===== src/rtl/hbf_pkg.sv =====
`timescale 1ns/1ps
package hbf_pkg;

   typedef enum logic [1:0] {
      OUT_LOW = 2'b00,
      OUT_RUN = 2'b01,
      OUT_HIZ = 2'b10
   } out_code_e;

   typedef enum logic [1:0] {
      PH_IDLE,
      PH_TO_LOW,
      PH_TO_RUN,
      PH_TO_FLT
   } phase_e;

   function automatic int max2(input int a, input int b);
      return (a > b) ? a : b;
   endfunction

   function automatic int max3(input int a, input int b, input int c);
      return max2(max2(a, b), c);
   endfunction

   // counter width able to hold any delay up to m
   function automatic int cnt_w(input int m);
      return $clog2(m + 2);
   endfunction

endpackage


===== src/rtl/hbf_sync.sv =====
`timescale 1ns/1ps
module hbf_sync #(
   parameter int             W       = 1,
   parameter int             STAGES  = 2,
   parameter logic [W-1:0]   RST_VAL = '0
) (
   input  logic         clk,
   input  logic         rst_n,
   input  logic [W-1:0] d,
   output logic [W-1:0] q
);

   generate
      if (STAGES < 2) begin : g_bad_stages
         $error("hbf_sync: STAGES must be at least 2");
      end
      if (W < 1) begin : g_bad_width
         $error("hbf_sync: W must be at least 1");
      end
   endgenerate

   logic [W-1:0] stg [STAGES];

   generate
      for (genvar i = 0; i < STAGES; i++) begin : g_stage
         if (i == 0) begin : g_first
            always_ff @(posedge clk or negedge rst_n) begin
               if (!rst_n) stg[0] <= RST_VAL;
               else        stg[0] <= d;
            end
         end else begin : g_next
            always_ff @(posedge clk or negedge rst_n) begin
               if (!rst_n) stg[i] <= RST_VAL;
               else        stg[i] <= stg[i-1];
            end
         end
      end
   endgenerate

   assign q = stg[STAGES-1];

endmodule


===== src/rtl/hbf_follow.sv =====
`timescale 1ns/1ps
// Delayed follower: q takes the value of tgt once tgt has differed from q
// for a number of cycles that depends on the direction of the change.
module hbf_follow #(
   parameter int   D_FALL = 3,
   parameter int   D_RISE = 4,
   parameter logic RST_Q  = 1'b0
) (
   input  logic clk,
   input  logic rst_n,
   input  logic tgt,
   output logic q,
   output logic fall_now
);

   localparam int CW = hbf_pkg::cnt_w(hbf_pkg::max2(D_FALL, D_RISE));
   localparam logic [CW-1:0] LIM_F = CW'(D_FALL);
   localparam logic [CW-1:0] LIM_R = CW'(D_RISE);

   generate
      if (D_FALL < 0 || D_RISE < 0) begin : g_bad_delay
         $error("hbf_follow: delays must not be negative");
      end
   endgenerate

   logic [CW-1:0] cnt;
   logic [CW-1:0] lim;

   assign lim      = tgt ? LIM_R : LIM_F;
   assign fall_now = q & ~tgt & (cnt == lim);

   always_ff @(posedge clk or negedge rst_n) begin
      if (!rst_n) begin
         q   <= RST_Q;
         cnt <= '0;
      end else if (tgt == q) begin
         cnt <= '0;
      end else if (cnt == lim) begin
         q   <= tgt;
         cnt <= '0;
      end else begin
         cnt <= cnt + 1'b1;
      end
   end

   AST_FOLLOW_TOWARD_TGT: assert property (@(posedge clk) disable iff (!rst_n)
      (q != $past(q)) |-> (q == $past(tgt)));

   AST_NO_EARLY_CHANGE: assert property (@(posedge clk) disable iff (!rst_n)
      (q != $past(q)) |-> ($past(tgt) != $past(q)));

endmodule


===== src/rtl/hbf_pair.sv =====
`timescale 1ns/1ps
module hbf_pair #(
   parameter int D_ERR_OUT = 5,
   parameter int D_RST_LOW = 2,
   parameter int D_RST_OP  = 6
) (
   input  logic       clk,
   input  logic       rst_n,
   input  logic       rst_lvl,
   input  logic       rst_fall,
   input  logic       rst_rise,
   input  logic       err_lat,
   input  logic       err_new,
   input  logic       sd_fall,
   input  logic       hiz_sel,
   output logic [1:0] code_o
);
   import hbf_pkg::*;

   localparam int CW = cnt_w(max3(D_ERR_OUT, D_RST_LOW, D_RST_OP));
   localparam logic [CW-1:0] LIM_FLT = CW'(D_ERR_OUT);
   localparam logic [CW-1:0] LIM_LOW = CW'(D_RST_LOW);
   localparam logic [CW-1:0] LIM_OP  = CW'(D_RST_OP);

   generate
      if (D_ERR_OUT < 0 || D_RST_LOW < 0 || D_RST_OP < 0) begin : g_bad_delay
         $error("hbf_pair: delays must not be negative");
      end
   endgenerate

   phase_e        phase;
   out_code_e     out_q;
   logic [CW-1:0] cnt;

   always_ff @(posedge clk or negedge rst_n) begin
      if (!rst_n) begin
         phase <= PH_IDLE;
         out_q <= OUT_LOW;
         cnt   <= '0;
      end else if (rst_fall) begin
         phase <= PH_TO_LOW;
         cnt   <= LIM_LOW;
      end else if (rst_rise) begin
         out_q <= OUT_LOW;
         if (!err_lat && !err_new) begin
            phase <= PH_TO_RUN;
            cnt   <= LIM_OP;
         end else begin
            phase <= PH_IDLE;
         end
      end else begin
         unique case (phase)
            PH_IDLE: begin
               if (err_new && out_q == OUT_RUN && !hiz_sel) begin
                  phase <= PH_TO_FLT;
                  cnt   <= LIM_FLT;
               end else if (sd_fall && hiz_sel && out_q == OUT_RUN) begin
                  out_q <= OUT_HIZ;
               end
            end
            PH_TO_FLT, PH_TO_LOW: begin
               if (cnt == '0) begin
                  out_q <= OUT_LOW;
                  phase <= PH_IDLE;
               end else begin
                  cnt <= cnt - 1'b1;
               end
            end
            PH_TO_RUN: begin
               if (err_lat || err_new) begin
                  phase <= PH_IDLE;
               end else if (cnt == '0) begin
                  out_q <= OUT_RUN;
                  phase <= PH_IDLE;
               end else begin
                  cnt <= cnt - 1'b1;
               end
            end
            default: phase <= PH_IDLE;
         endcase
      end
   end

   assign code_o = out_q;

   AST_CODE_LEGAL: assert property (@(posedge clk) disable iff (!rst_n)
      code_o != 2'b11);

   AST_RUN_NEEDS_CLEAR: assert property (@(posedge clk) disable iff (!rst_n)
      (out_q == OUT_RUN && $past(out_q) != OUT_RUN) |-> !$past(err_lat));

   AST_RUN_NEEDS_RESET_HIGH: assert property (@(posedge clk) disable iff (!rst_n)
      (out_q == OUT_RUN && $past(out_q) != OUT_RUN) |-> $past(rst_lvl));

   AST_HIZ_MODE_ONLY: assert property (@(posedge clk) disable iff (!rst_n)
      (out_q == OUT_HIZ) |-> hiz_sel);

endmodule


===== src/rtl/hb_fault_seq.sv =====
`timescale 1ns/1ps
module hb_fault_seq #(
   parameter int NUM_ERR     = 2,
   parameter int NUM_PAIRS   = 2,
   parameter int SYNC_STAGES = 2,
   parameter int D_ERR_SD    = 3,
   parameter int D_ERR_OUT   = 5,
   parameter int D_RST_LOW   = 2,
   parameter int D_RST_SD    = 4,
   parameter int D_RST_OP    = 6
) (
   input  logic                   clk,
   input  logic                   rst_n,
   input  logic [NUM_ERR-1:0]     err_evt,
   input  logic [NUM_PAIRS-1:0]   pair_rst_n,
   input  logic                   hiz_sel,
   output logic [2*NUM_PAIRS-1:0] pair_state,
   output logic                   shutdown_n
);

   generate
      if (NUM_ERR < 1) begin : g_bad_err
         $error("hb_fault_seq: NUM_ERR must be at least 1");
      end
      if (NUM_PAIRS < 1) begin : g_bad_pairs
         $error("hb_fault_seq: NUM_PAIRS must be at least 1");
      end
   endgenerate

   logic [NUM_ERR-1:0]   err_s_v;
   logic [NUM_PAIRS-1:0] rst_s;
   logic [NUM_PAIRS-1:0] rst_q;
   logic [NUM_PAIRS-1:0] rst_fall;
   logic [NUM_PAIRS-1:0] rst_rise;
   logic                 err_s;
   logic                 err_lat;
   logic                 err_new;
   logic                 sd_fall;

   hbf_sync #(.W(NUM_ERR), .STAGES(SYNC_STAGES), .RST_VAL('0)) u_err_sync (
      .clk(clk), .rst_n(rst_n), .d(err_evt), .q(err_s_v));

   hbf_sync #(.W(NUM_PAIRS), .STAGES(SYNC_STAGES), .RST_VAL('1)) u_rst_sync (
      .clk(clk), .rst_n(rst_n), .d(pair_rst_n), .q(rst_s));

   always_ff @(posedge clk or negedge rst_n) begin
      if (!rst_n) rst_q <= '1;
      else        rst_q <= rst_s;
   end

   assign rst_fall = rst_q & ~rst_s;
   assign rst_rise = ~rst_q & rst_s;
   assign err_s    = |err_s_v;
   assign err_new  = err_s & ~err_lat;

   // shared fault latch: set by any error, cleared while any pair reset is low
   always_ff @(posedge clk or negedge rst_n) begin
      if (!rst_n)          err_lat <= 1'b1;
      else if (err_s)      err_lat <= 1'b1;
      else if (~&rst_s)    err_lat <= 1'b0;
   end

   hbf_follow #(.D_FALL(D_ERR_SD), .D_RISE(D_RST_SD), .RST_Q(1'b0)) u_sd (
      .clk(clk), .rst_n(rst_n), .tgt(~err_lat), .q(shutdown_n), .fall_now(sd_fall));

   generate
      for (genvar p = 0; p < NUM_PAIRS; p++) begin : g_pair
         hbf_pair #(.D_ERR_OUT(D_ERR_OUT), .D_RST_LOW(D_RST_LOW), .D_RST_OP(D_RST_OP)) u_pair (
            .clk      (clk),
            .rst_n    (rst_n),
            .rst_lvl  (rst_s[p]),
            .rst_fall (rst_fall[p]),
            .rst_rise (rst_rise[p]),
            .err_lat  (err_lat),
            .err_new  (err_new),
            .sd_fall  (sd_fall),
            .hiz_sel  (hiz_sel),
            .code_o   (pair_state[2*p +: 2]));
      end
   endgenerate

   AST_LATCH_ON_ERR: assert property (@(posedge clk) disable iff (!rst_n)
      err_s |=> err_lat);

   AST_SD_FALL_LATCHED: assert property (@(posedge clk) disable iff (!rst_n)
      $fell(shutdown_n) |-> $past(err_lat));

   AST_LATCH_HOLD: assert property (@(posedge clk) disable iff (!rst_n)
      (err_lat && &rst_s) |=> err_lat);

endmodule


===== config.mk =====
export PLATFORM = sky130hd
export DESIGN_NAME = hb_fault_seq
export DESIGN_NICKNAME = d
export VERILOG_FILES = /design/src/rtl/hbf_pkg.sv /design/src/rtl/hbf_sync.sv /design/src/rtl/hbf_follow.sv /design/src/rtl/hbf_pair.sv /design/src/rtl/hb_fault_seq.sv
export SDC_FILE = /design/constraint.sdc
export NUM_CORES = 1
export LEC_CHECK = 0
export ABC_CLOCK_PERIOD_IN_PS = 1900
export BUFFER_PORTS_ARGS = -buffer_cell sky130_fd_sc_hd__buf_2
export CORE_MARGIN = 8
export CORE_UTILIZATION = 53
export CTS_CLUSTER_DIAMETER = 40
export CTS_CLUSTER_SIZE = 8
export DETAILED_ROUTE_END_ITERATION = 7
export MAX_ROUTING_LAYER = met4
export PLACE_DENSITY = 0.75
export SLEW_MARGIN = 10
export SYNTH_ARGS = -nofsm -noshare
export SYNTH_HDL_FRONTEND = slang
export SYNTH_HIERARCHICAL = 1
export SYNTH_SLANG_ARGS = --single-unit

===== constraint.sdc =====
create_clock -name clk -period 1.9 [get_ports clk]
set_clock_uncertainty 0.15 [all_clocks]
set_input_delay 0.285 -clock clk [delete_from_list [all_inputs] [get_ports clk]]
set_output_delay 0.285 -clock clk [all_outputs]
set_load 0.005 [all_outputs]

Word-level counts from Yosys, hierarchy flattened
Index checks and enable logic that the tools add are counted.
Cells by class
  reduce and logical (&&, ||, !) cells: 25
  multiplexer cells: 45
  bitwise logic cells: 11
  equality and inequality tests: 27
  add/sub/neg operators: 3
Operator list (number)
  2-bit two-way mux: 23
  3-bit two-way mux: 14
  3-bit by 2-bit != test with 1-bit output (second input constant): 8
  2-bit one-hot mux with 3 select lines: 4
  3-bit one-hot mux with 3 select lines: 2
  3-bit != test (second input constant): 4
  6-bit AND reduction: 2
  2-bit by 1-bit == test with 1-bit output (second input constant): 4
  2-bit == test (second input constant): 4
  1-bit logical AND: 8
  4-bit by 3-bit != test with 1-bit output (second input constant): 2
  4-bit != test (second input constant): 2
  3-bit logical NOT: 2
  3-bit AND reduction: 2
  2-bit OR reduction: 3
  3-bit by 1-bit subtractor with 3-bit output (second input constant): 2
  2-bit bitwise AND: 2
  2-bit logical NOT: 2
  1-bit inverter: 4
  2-bit inverter: 2
  2-bit AND reduction: 2
  3-bit by 1-bit adder with 3-bit output (second input constant): 1
  1-bit bitwise AND: 3
  3-bit == test: 1
  5 further kinds: 8
Storage, ports and cells
  word-level logic and storage cells: 125
  register bits after elaboration: 29

Logic depth before layout (Yosys ltp)
  depth after elaboration: 9
  gate-level depth with buffers: 8
  mapped depth without buffers: 8

Hierarchy
The synthesis kept the hierarchy.
By module, submodules not included
  hbf_pair: sequential area each 175.2 um^2, instances 2, cells an instance 48, area an instance 471.7 um^2
  hbf_follow: sequential area each 100.1 um^2, instances 1, cells an instance 22, area an instance 229.0 um^2
  hb_fault_seq: sequential area each 78.8 um^2, instances 1, cells an instance 10, area an instance 128.9 um^2
  hbf_sync at u_rst_sync: sequential area each 105.1 um^2, instances 1, cells an instance 6, area an instance 120.1 um^2
  hbf_sync at u_err_sync: sequential area each 100.1 um^2, instances 1, cells an instance 6, area an instance 115.1 um^2

Worst setup path before layout
No wires, ideal clock.
  path kind: flip-flop to flip-flop
  from: register err_lat
  to: register g_pair[0].u_pair.out_q[0]
  data required time: 1.622 ns
  cell stages (with the launch flop): 8
  path slack: 0.009 ns
  clock period less this slack: 1.891 ns
  arrival time: 1.613 ns
  setup time: 0.128 ns
  path buffers: 0
  cell sequence: dfstp_2 > inv_1 > o31ai_1 > and2_1 > nand4b_1 > mux2i_1 > o21ai_2 > mux2_1
On the way
  cells in the longest elaborated chain, start to end: 7
Ends and longest elaborated chain
  start: declaration: line hb_fault_seq.sv:36  | logic err_lat;
  start signal: assignment: line hb_fault_seq.sv:58  | if (!rst_n) err_lat <= 1'b1;
  start signal: assignment: line hb_fault_seq.sv:59  | else if (err_s) err_lat <= 1'b1;
  start signal: assignment: line hb_fault_seq.sv:60  | else if (~&rst_s) err_lat <= 1'b0;
  3-bit two-way mux: line hbf_follow.sv:29  | assign lim = tgt ? LIM_R : LIM_F;
  3-bit == test: line hbf_follow.sv:30  | assign fall_now = q & ~tgt & (cnt == lim);
  1-bit bitwise AND *: line hbf_follow.sv:30
  net sd_fall: line hb_fault_seq.sv:38  | logic sd_fall;
  1-bit logical AND * (2 in a row): line hbf_pair.sv:57  | end else if (sd_fall && hiz_sel && out_q == OUT_RUN) begin
  3-bit by 2-bit != test with 1-bit output (no line) *
  6-bit AND reduction (no line) *
  end signal: assignment: line hbf_pair.sv:58  | out_q <= OUT_HIZ;
  end signal: assignment: line hbf_pair.sv:63  | out_q <= OUT_LOW;
  end signal: assignment: line hbf_pair.sv:73  | out_q <= OUT_RUN;
  end: declaration: line hbf_pair.sv:32  | out_code_e out_q;
The timed path passes the listed nets; every way through them passes the cells marked *.
A chain may end at the register's enable or synchronous reset.

Worst setup path in the final report
  from: register err_lat
  to: register g_pair[0].u_pair.out_q[1]
The elaborated chain is that of the path after synthesis.

==> flow_summary.toml <==
[outcome]
status = "complete, but fails checks"
violations = "negative setup slack"

[job]
drv_cap = 0

[die]
die_w_um = 69.84
start_util_pct = 55.72
die-area_um2 = 4878
fp.dieH_um = 69.84
coreArea_um2 = 2758
fp-row-count = 19
io_pins = 12

[place]
dp.cells = 184
dpl.hpwl_um = 2222
portBuffers = 11
globalplace.congestion = 0.8212

[clock_tree]
root_buffer = "clkbuf_4"
cts.sinks = 29
clkLatencyLatePin_ns = 0.33
clock_path_buffers = 2
path_clk_slew_ns = 0.10
cts_tree = "built"
cts-buffers-inserted = 5
h-tree-depth = 2

[critical_path]
cp_max_fo = 4
slowest_delay_ns = 0.56
cp-end-kind = "register"
slowest_stage = "dfstp_2"
cp_num_buf_inv = 1
worstPathArrival_ns = 2.05
cp_cell_sequence = "inv_2 > o31ai_1 > and2_1 > nand4b_1 > mux2i_2 > o21ai_2 > mux2_4"
worstPathRequired_ns = 1.98
critical_path_class = "register to register"
worstSetupStartpointType = "register"
critical_path.top_delay_family = "flip-flops"

[sta]
worst_slew_pin_slew_ns = 0.6393
finalSetupTns_ns = -0.1428
finalCritPeriodShare_pct = 103.6
maxSlewViolCount = 0
maxSlewHeadroom_pct = 57.38
rsz0062_at_grt = "true"
hold_viol = 0
setup_ws_ns = -0.06911
fmax_ghz = 0.5078
setup_violations = 3
period_minus_slack_ns = 1.969

[power]
cellPowerDensity_nw_per_um2 = 1317
p_leak_nw = 0.8502
fin_total_pwr_mw = 2.558
ir_drop_mv = 0.8460

[finish]
n_fill_cell = 196
synthToLayoutAreaGrowth_pct = 26.38
multi_input_area_um2 = 817.0
post-route-util_pct = 70.42
fin_cells = 203
final_common_cell = "dfrtp_1"
drive_gt1_share_pct = 41.86
n_antenna_cell = 0
layout_common_cells = "dfrtp_1 (22), buf_4 (12), buf_2 (11)"
finalNetCount = 184
final-seq-area_um2 = 734.5

[drt]
via_count = 1228
drc_errors = 0
drtAntennaViolNets = 0
vias_per_cell = 6.049
route.detailed.wl_per_inst_um = 16.57
drt_pass1_iterations = 4
routed_wl_um = 3364
drt-initial-drc-count = 79

[synth]
synth_seq_cells = 29
synthCells = 140
async_flop_share_pct = 100.0
syn_area_per_cell_um2 = 10.97
synth_seq_area_share_pct = 47.80
ys_warn_count = 6
synth-main-ff-cell = "dfrtp_1"
synth_edf_count = 0
synth_nets = 153
yosysUniqueCellTypes = 42
synth_area_um2 = 1536

[global_route]
grt_max_degree = 30
grt_pass1_vias = 1245
antenna_found_initial = 0
grtUsageTotal_pct = 14.13
overflow = 0
grt_pass1_wl_um = 5589

[worst_hold_path]
hold_class = "register to register"
metrics by stage:
| stage | setup WS [ns] | hold slack (ns) | cell area, µm² |
|---|---|---|---|
| final | -0.06911 | 0.2033 | 1942 |
| after global routing | -0.1197 | 0.2146 | 1942 |
| after CTS | -0.08409 | 0.2069 | 1829 |
| after detailed placement | -0.08853 | 0.1847 | 1645 |
| after global placement | -0.02543 | 0.1822 | 1645 |
| after floorplan | 0.009391 | -0.1606 | 1536 |
metal layers:
metal / routed length [µm] / vias to the layer above / track usage, %
li1: - / 578 / -
met1: 1417 / 623 / 15.41
met2: 1757 / 18 / 23.25
met3: 96 / 9 / 3.577
met4: 92 / 0 / 7.143
met5: 0 / - / -
synth_stat cells, drive strengths merged, types with 4 or more instances:
master  number  area [µm²]
o41ai        4       50.05
buf          6       45.04
o21ai        9       52.55
inv         12       45.04
nor2         6       27.52
nand2        4       15.01
ha           6       75.07
dfstp        7       183.9
a21oi        9       45.04
mux2         4       45.04
nor3         6       40.04
nor2b        6       37.54
dfrtp       22       550.5
cell families (layout without fill, tap and decap cells):
family | after synthesis | count (layout) | synth area share (%)
adder cells (fa/ha/maj) | 6 | 6 | 4.886
flip-flops | 29 | 29 | 47.80
AND/OR/NAND/NOR | 38 | 38 | 16.53
AO/OA/AOI/OAI | 43 | 43 | 20.68
multiplexers | 6 | 6 | 4.234
buffers and inverters | 18 | 50 | 5.863
worst register-to-register path, stage by stage, from the launching register on:
cell	delay, ns
dfstp_2	0.56
inv_2	0.06
o31ai_1	0.17
and2_1	0.18
nand4b_1	0.12
mux2i_2	0.22
o21ai_2	0.11
mux2_4	0.31
power by group:
group | leakage [nW] | internal (mW) | switching, mW
registers | 0.343 | 0.800 | 0.182
clock network | 0.0445 | 0.312 | 0.229
logic | 0.463 | 0.504 | 0.531
cell type report:
| class | count | share of cell area, % |
|---|---|---|
| multi-input combinational | 93 | 42.07 |
| clock inverter | 2 | 1.933 |
| clock buffer | 6 | 2.642 |
| inverter | 12 | 2.320 |
| sequential | 29 | 37.82 |
| tap | 31 | 1.997 |
| timing repair buffer | 30 | 11.21 |
sequential cells by signal, summed over array words and instances, names as in the netlist:
| register | count |
|---|---|
| g_pair.u_pair/code_o | 4 |
| u_err_sync/stg | 2 |
| u_rst_sync/stg | 2 |
| g_pair.u_pair/phase | 4 |
| u_sd/q | 1 |
| u_err_sync/q | 2 |
| u_sd/cnt | 3 |
| g_pair.u_pair/cnt | 6 |
| err_lat | 1 |
| u_rst_sync/q | 2 |
| rst_q | 2 |
worst paths after layout:
kind / end / from / cells after the start / slack, ns
worst max-delay path: g_pair[0].u_pair/code_o[1]$_DFFE_PN0P_ / err_lat$_DFFE_PN1P_ / 7 / -0.07
worst min-delay path: u_err_sync/q[0]$_DFF_PN0_ / u_err_sync/stg[2]$_DFF_PN0_ / 0 / 0.20
worst max register to register: g_pair[0].u_pair/code_o[1]$_DFFE_PN0P_ / err_lat$_DFFE_PN1P_ / 7 / -0.07
worst min register to register: u_err_sync/q[0]$_DFF_PN0_ / u_err_sync/stg[2]$_DFF_PN0_ / 0 / 0.20
max in group asynchronous: u_err_sync/q[0]$_DFF_PN0_ / rst_n / 2 / 0.83
min in group asynchronous: g_pair[1].u_pair/phase[1]$_DFFE_PN0P_ / rst_n / 2 / 0.35
what timing repair did:
item	CTS	global route
hold buffers	5	0
buffers inserted	1	5
setup endpoints to repair	5	11
pin swaps	7	5
gates resized for setup	11	17
hold endpoints to repair	26	0
Power figures use the tool's default switching activity.
